### src/rtl/sbl_pkg.sv
package sbl_pkg;
  typedef enum logic [1:0] {
    SZ_BYTE = 2'b00,
    SZ_HALF = 2'b01,
    SZ_WORD = 2'b10,
    SZ_RSVD = 2'b11
  } st_size_e;
endpackage

### src/rtl/sbl_rst_sync.sv
module sbl_rst_sync #(
  parameter int STAGES = 2
) (
  input  logic clk,
  input  logic rst_n,
  output logic rst_sync_n
);
  logic [STAGES-1:0] chain_q;

  always_ff @(posedge clk or negedge rst_n) begin
    if (!rst_n) chain_q <= '0;
    else        chain_q <= {chain_q[STAGES-2:0], 1'b1};
  end

  assign rst_sync_n = chain_q[STAGES-1];
endmodule

### src/rtl/sbl_lane_sel.sv
module sbl_lane_sel
  import sbl_pkg::*;
#(
  parameter int LANES = 4,
  localparam int OFF_W = $clog2(LANES)
) (
  input  st_size_e         size_i,
  input  logic [OFF_W-1:0] off_i,
  output logic [LANES-1:0] be_o,
  output logic [OFF_W-1:0] shift_o
);
  // Big-endian: the lane for byte offset k is LANES-1-k.
  always_comb begin
    int nb;
    int base;
    int offv;
    int sh;
    offv = int'(off_i);
    unique case (size_i)
      SZ_BYTE: nb = 1;
      SZ_HALF: nb = (LANES >= 2) ? 2 : LANES;
      SZ_WORD: nb = LANES;
      default: nb = 0;
    endcase
    base = (nb == 0) ? 0 : (offv / nb) * nb;
    for (int l = 0; l < LANES; l++) begin
      int bo;
      bo = LANES - 1 - l;
      be_o[l] = (nb != 0) && (bo >= base) && (bo < base + nb);
    end
    sh = (nb == 0) ? 0 : (LANES - nb - base);
    shift_o = OFF_W'(sh);
  end
endmodule

### src/rtl/sbl_steer.sv
module sbl_steer #(
  parameter int LANES = 4,
  localparam int OFF_W = $clog2(LANES),
  localparam int DW = 8 * LANES
) (
  input  logic [DW-1:0]    src_i,
  input  logic [OFF_W-1:0] shift_i,
  output logic [DW-1:0]    data_o
);
  // Lane l receives source byte (l - shift); lower lanes carry don't-care zeros.
  for (genvar l = 0; l < LANES; l++) begin : g_lane
    always_comb begin
      data_o[8*l +: 8] = 8'h00;
      for (int s = 0; s < LANES; s++) begin
        if (int'(shift_i) == s && l >= s) data_o[8*l +: 8] = src_i[8*(l-s) +: 8];
      end
    end
  end
endmodule

### src/rtl/sbl_wr_reg.sv
module sbl_wr_reg #(
  parameter int LANES  = 4,
  parameter int ADDR_W = 32,
  localparam int DW = 8 * LANES
) (
  input  logic              clk,
  input  logic              rst_n,
  input  logic              req_i,
  input  logic [LANES-1:0]  be_i,
  input  logic [ADDR_W-1:0] addr_i,
  input  logic [DW-1:0]     data_i,
  output logic [LANES-1:0]  be_o,
  output logic [ADDR_W-1:0] addr_o,
  output logic [DW-1:0]     data_o
);
  logic [LANES-1:0]  be_d, be_q;
  logic [ADDR_W-1:0] addr_q;
  logic [DW-1:0]     data_q;
  logic              load_en;

  always_comb begin
    be_d    = req_i ? be_i : '0;
    load_en = req_i && (|be_i);
  end

  always_ff @(posedge clk or negedge rst_n) begin
    if (!rst_n) be_q <= '0;
    else        be_q <= be_d;
  end

  always_ff @(posedge clk or negedge rst_n) begin
    if (!rst_n) begin
      addr_q <= '0;
      data_q <= '0;
    end else if (load_en) begin
      addr_q <= addr_i;
      data_q <= data_i;
    end
  end

  assign be_o   = be_q;
  assign addr_o = addr_q;
  assign data_o = data_q;

  p_no_req_idle_r6: assert property (@(posedge clk) disable iff (!rst_n)
    !req_i |=> (be_o == '0));
  p_one_cycle_r8: assert property (@(posedge clk) disable iff (!rst_n)
    (req_i && (|be_i)) |=> (be_o == $past(be_i)) && (data_o == $past(data_i)));
endmodule

### src/rtl/store_lane_unit.sv
module store_lane_unit
  import sbl_pkg::*;
#(
  parameter int LANES  = 4,
  parameter int ADDR_W = 32,
  localparam int OFF_W = $clog2(LANES),
  localparam int DW    = 8 * LANES
) (
  input  logic              clk,
  input  logic              rst_n,
  input  logic              st_valid_i,
  input  logic [1:0]        st_size_i,
  input  logic [ADDR_W-1:0] st_addr_i,
  input  logic [DW-1:0]     st_data_i,
  output logic [ADDR_W-1:0] wr_addr_o,
  output logic [DW-1:0]     wr_data_o,
  output logic [LANES-1:0]  wr_be_o
);
  logic             rst_sync_n;
  st_size_e         size_s;
  logic [LANES-1:0] be_c;
  logic [OFF_W-1:0] shift_c;
  logic [DW-1:0]    data_c;

  assign size_s = st_size_e'(st_size_i);

  sbl_rst_sync #(.STAGES(2)) u_rst (
    .clk(clk), .rst_n(rst_n), .rst_sync_n(rst_sync_n));

  sbl_lane_sel #(.LANES(LANES)) u_sel (
    .size_i(size_s), .off_i(st_addr_i[OFF_W-1:0]), .be_o(be_c), .shift_o(shift_c));

  sbl_steer #(.LANES(LANES)) u_steer (
    .src_i(st_data_i), .shift_i(shift_c), .data_o(data_c));

  sbl_wr_reg #(.LANES(LANES), .ADDR_W(ADDR_W)) u_reg (
    .clk(clk), .rst_n(rst_sync_n), .req_i(st_valid_i), .be_i(be_c),
    .addr_i(st_addr_i), .data_i(data_c),
    .be_o(wr_be_o), .addr_o(wr_addr_o), .data_o(wr_data_o));

  p_word_full_r2: assert property (@(posedge clk) disable iff (!rst_sync_n)
    (st_valid_i && st_size_i == 2'b10) |=> (wr_be_o == '1) && (wr_data_o == $past(st_data_i)));
  p_half_pair_r3: assert property (@(posedge clk) disable iff (!rst_sync_n)
    (st_valid_i && st_size_i == 2'b01) |=> ($countones(wr_be_o) == 2));
  p_byte_single_r5: assert property (@(posedge clk) disable iff (!rst_sync_n)
    (st_valid_i && st_size_i == 2'b00) |=> ($countones(wr_be_o) == 1));
  p_rsvd_idle_r7: assert property (@(posedge clk) disable iff (!rst_sync_n)
    (st_valid_i && st_size_i == 2'b11) |=> (wr_be_o == '0));
  p_addr_pass_r9: assert property (@(posedge clk) disable iff (!rst_sync_n)
    (st_valid_i && st_size_i != 2'b11) |=> (wr_addr_o == $past(st_addr_i)));
endmodule

### config.mk
export PLATFORM = sky130hd
export DESIGN_NAME = store_lane_unit
export DESIGN_NICKNAME = d
export VERILOG_FILES = /design/src/rtl/sbl_pkg.sv /design/src/rtl/sbl_rst_sync.sv /design/src/rtl/sbl_lane_sel.sv /design/src/rtl/sbl_steer.sv /design/src/rtl/sbl_wr_reg.sv /design/src/rtl/store_lane_unit.sv
export SDC_FILE = /design/constraint.sdc
export NUM_CORES = 1
export LEC_CHECK = 0
export BUFFER_PORTS_ARGS = -buffer_cell sky130_fd_sc_hd__buf_2
export CAP_MARGIN = 20
export CORE_ASPECT_RATIO = 1.4
export CORE_UTILIZATION = 50
export CTS_CLUSTER_DIAMETER = 80
export DETAILED_ROUTE_END_ITERATION = 8
export GPL_ROUTABILITY_DRIVEN = 0
export PLACE_DENSITY_LB_ADDON = 0.3
export SYNTH_ARGS = -nofsm -noshare
export SYNTH_HDL_FRONTEND = slang
export SYNTH_SLANG_ARGS = --single-unit
### constraint.sdc
create_clock -name clk -period 3.05 [get_ports clk]
set_input_delay 0.1525 -clock clk [delete_from_list [all_inputs] [get_ports clk]]
set_output_delay 0.1525 -clock clk [all_outputs]
set_load 0.005 [all_outputs]
==> results of run 1 <==
[cell usage after synthesis, drive strengths merged (32+ instances only)]
| cell | instances | area [um2] |
|---|---|---|
| a211oi | 32 | 315 |
| a21o | 38 | 285 |
| a21oi | 127 | 677 |
| a31oi | 35 | 225 |
| buf | 40 | 259 |
| clkbuf | 42 | 158 |
| dfrtp | 70 | 1750 |
| ha | 77 | 963 |
| inv | 130 | 488 |
| mux2 | 59 | 833 |
| mux2i | 50 | 504 |
| nand2 | 166 | 633 |
| nand3 | 67 | 350 |
| nor2 | 179 | 697 |
| nor3 | 84 | 479 |
| o21ai | 108 | 559 |
| xnor2 | 71 | 656 |
[cells by family after synthesis]
family                     count (synthesis)
AOI/OAI and AO/OA                        611
xor gates and xnor gates                  99
adders and majority gates                 95
buffers and inverters                    212
DFF                                       70
muxes                                    109
other                                      1
and+or+nand+nor                          763
[what timing repair did]
action	in CTS
gates cloned	3
hold buffers	1
hold endpoints to repair	2
pin swaps	76
setup endpoints to repair	68
setup buffers	65
resized for setup	90
[metal layers]
layer,track usage [%],overflow
met5,16.3,0
met4,67.5,52
met3,46.8,3
met2,90.2,77
met1,64.5,6
[stage by stage]
stage | hold WS [ns] | setup slack [ns] | TNS, ns | cells | cell area [um2]
3_3_place_gp | -0.0634 | -20.58 | -1392.77 | 3205 | 22300
3_5_place_dp | -0.0561 | -21.91 | -1480.10 | 3205 | 22300
4_1_cts | 0.0381 | -20.99 | -1419.54 | 3289 | 23600
2_1_floorplan | -0.143 | -23.61 | -1598.12 | 1960 | 15500
==> run summary, run 1 <==
Post-synthesis cell type count - 132
First-pass GRT wire length - 155,000 um
Synth Area in Adders - 8.91%
Net Count, Synth - 2,124
Largest family of logic cells by synthesized area - compound AO/OA/AOI/OAI gates
Vias in the first global route - 25.9k
Initial Util - 50.9%
Std-Cell Rows - 74
Syn Area/Cell - 7.58 um2
Multiplexer share of the synthesized area - 9.00%
Root buf cell - clkbuf_16
Status - stopped before the end
Post-Synth Simple-Gate Area - 27.6%
Stop err - [ERROR GRT-0116] Global routing finished with congestion. Check the congestion regions in the DRC Viewer.
Post-Syn Instances - 1,960
Port Buffers - 136
Post-synth EDFFs - 0
Die Y-Extent - 206 um
Last stage - 5_1_grt
Largest net degree at the start of global routing - 59
Register area share after synthesis - 11.8%
Yosys reg bits - 70
CTS Buf Count - 9
IO Count - 137
Synth Area in Compound Gates - 30.3%
Grt total ovfl - 138
Clock H-tree levels - 3
Synth Cell Area - 0.0149 mm2
Overall routing resource usage - 67.0%
Detailed Place HPWL - 50,400 um
YS warnings - 0
Clock buffer depth - 2
Asr flop ratio synth - 100%
Main synth FF type - dfrtp_1
Post-synthesis xor/xnor area fraction - 6.27%
Die extent in x - 148 um
CTS Sinks - 70
==> run 2, diff against run 1 <==
--- a/config.mk
+++ b/config.mk
@@ -7,12 +7,10 @@
 export LEC_CHECK = 0
 export BUFFER_PORTS_ARGS = -buffer_cell sky130_fd_sc_hd__buf_2
 export CAP_MARGIN = 20
-export CORE_ASPECT_RATIO = 1.4
-export CORE_UTILIZATION = 50
-export CTS_CLUSTER_DIAMETER = 80
+export CORE_UTILIZATION = 35
 export DETAILED_ROUTE_END_ITERATION = 8
 export GPL_ROUTABILITY_DRIVEN = 0
-export PLACE_DENSITY_LB_ADDON = 0.3
+export PLACE_DENSITY_LB_ADDON = 0.15
 export SYNTH_ARGS = -nofsm -noshare
 export SYNTH_HDL_FRONTEND = slang
 export SYNTH_SLANG_ARGS = --single-unit
==> run summary, run 2 <==
Post-Syn Instances - 1,960
ANT nets after route - 0
Post-synth EDFFs - 0
Yosys top cell area share - 11.8%
First-pass GRT wire length - 99,900 um
Post-synthesis cell type count - 132
Yosys reg bits - 70
Clock H-tree levels - 3
CP max stage cell - or4_1
Slew Viols, Final - 0
Layout Nets - 3,153
PnR worst setup slack - -20.92 ns
Hold Slack - 0.0398 ns
Die extent in x - 208 um
Std-Cell Rows - 75
Initial DRT Pass Iterations - 6
CTS Buf Count - 9
Fraction of layout cells with a size suffix above 1 - 48.1%
Power per cell area - 664 mW/mm2
Biggest area consumer among synthesized cells - dfrtp_1
Tot Pwr - 16.4 mW
YS warnings - 0
Relative slew slack - 39.6%
Clk slew on worst S/H paths - 0.07 ns
Tcrit/Tclk final - 786%
Register area share after synthesis - 11.8%
Top-count cell post-synth - nor2_1
Asr flop ratio synth - 100%
Detailed Place HPWL - 49,100 um
Combinational share of power - 84.1%
Violated checks - negative setup slack
Most common cell on crit path - buf_4
Sequential Power Share - 9.7%
Most frequent cells in the layout - 940 x buf_4, 156 x nor2_1, 153 x nand2_1
Ranking of synthesized cells by area - dfrtp_1 12%, ha_1 6.5%, mux2_4 4.5%, nor2_1 4.4%, nand2_1 4.1%
# DRC - 0
Status - complete, but fails checks
P_leak - 11.8 nW
Clk Latency, worst-skew pair - 0.33 ns
IO Count - 137
CTS tree - built
CTS Sinks - 70
Largest fanout on the critical path - 10
Synth Cell Area - 0.0149 mm2
Worst slew pin tran - 0.899 ns
Switching Share - 45.4%
N_diodes - 0
Cell internal pwr - 8.94 mW
Port Buffers - 136
Worst Setup End Kind - register
Main synth FF type - dfrtp_1
Core box area - 0.0419 mm2
First-iteration detailed-routing DRC count - 1,747
Initial antenna violation count - 1
Commonest non-fill, non-tap cell in the layout - buf_4
Switching power - 7.42 mW
Vias in the first global route - 19.3k
Net Count, Synth - 2,124
Slowest stage delay, CP - 0.54 ns
CP required - 3.28 ns
Top cells by count, synth - 173 x nor2_1, 162 x nand2_1, 130 x inv_1
Final hold violations - 0
Fin Clk Skew - 0.00817 ns
Die Y-Extent - 208 um
RSZ-0062 raised after global routing - yes
Overall routing resource usage - 27.9%
Grt total ovfl - 0
Wire per inst - 17.5 um
Finished Core Util - 58.7%
Crit path DAT - 24.19 ns
Clock buffer depth - 2
Max-Cap Viols - 0
Tmin final - 23.97 ns
Setup CP Type - in2reg
Largest net degree at the start of global routing - 58
Clock share of power - 6.1%
Drt via density - 5.50
Fmax - 41.7 MHz
Die ar. - 0.0433 mm2
Startpoint Class - input port
Final wirelength - 61,900 um
Syn Area/Cell - 7.58 um2
Final setup vio count - 68
Via Count - 19.4k
Worst VDD drop - 0.354 mV
Layout area overhead - 65.9%
Worst hold path type - in2reg
Root buf cell - clkbuf_16
Initial Util - 35.4%
run 2: worst paths after layout:
check                                 start                to  slack (ns)  depth (start not counted)
setup reg to reg           u_rst.chain_q[1]   u_reg.addr_o[1]        1.94                          1
min in group asynchronous             rst_n  u_rst.chain_q[0]        0.13                          2
hold / removal                st_addr_i[20]  u_reg.addr_o[20]        0.04                          2
hold reg to reg            u_rst.chain_q[1]  u_reg.addr_o[24]        0.32                          0
setup / recovery               st_size_i[0]  u_reg.addr_o[14]      -20.92                        142
max in group asynchronous  u_rst.chain_q[1]   u_reg.addr_o[1]        1.94                          1
run 2: area by class of cell:
class                      instances  area (um2)
fill                            3817       17300
multi-input combinational       1678       13300
timing repair buffer            1100        8150
sequential                        70        1750
tap                              539         674
inverter                         130         502
clock buffer                       9         225
clock inverter                     7        61.3
run 2: layer usage:
metal  share of wire (%)  track usage, %  vias up
met5               0.021               0        -
met4                 2.5            8.30        2
met3                 5.3            2.55      105
met2                  46            46.9      636
met1                  46            37.6     9314
li1                    -               -     9376
run 2: worst max-delay path, delay by kind of cell:
family          cells  cell delay [ns]
simple gates       38             7.23
xor+xnor            2             0.31
fa+ha+maj          14             3.30
mux                 2             0.46
buf+inv            38             4.63
compound gates     48             8.06
run 2: kinds of logic after synthesis:
kind of cell | Yosys count | synth area share (%)
and+or+nand+nor | 763 | 27.6
AOI/OAI and AO/OA | 611 | 30.3
buffers and inverters | 212 | 6.09
muxes | 109 | 9.00
xor gates and xnor gates | 99 | 6.27
adders and majority gates | 95 | 8.91
DFF | 70 | 11.8
other | 1 | 0.0252
run 2: through the flow:
stage	worst slack [ns]	cell area, um2	instances	setup TNS, ns
2_1_floorplan	-23.61	15500	1960	-1598.12
3_3_place_gp	-20.95	22600	3386	-1416.79
3_5_place_dp	-21.65	22600	3386	-1464.09
4_1_cts	-20.32	24100	3501	-1374.75
5_1_grt	-22.15	24600	3533	-1498.95
6_report	-20.92	24600	3533	-1414.98
run 2: repair_timing:
item	in CTS	in global routing
resized for setup	79	62
endpoints found under the hold margin	2	0
cloned	2	3
endpoints found under the setup margin	68	68
hold buffers	1	0
pin swaps	68	61
setup buffers	96	32
run 2: power by group through the flow:
stage	Sequential (mW)	Clock [mW]	Combinational, mW
floorplan	1.61	0	6.41
global placement	1.59	0	12.6
detailed placement	1.60	0	12.8
CTS	1.59	1.02	13.3
global route	1.64	1.06	14.8
finish	1.59	1.00	13.8
Note: power is estimated with default switching activity, not from simulation.
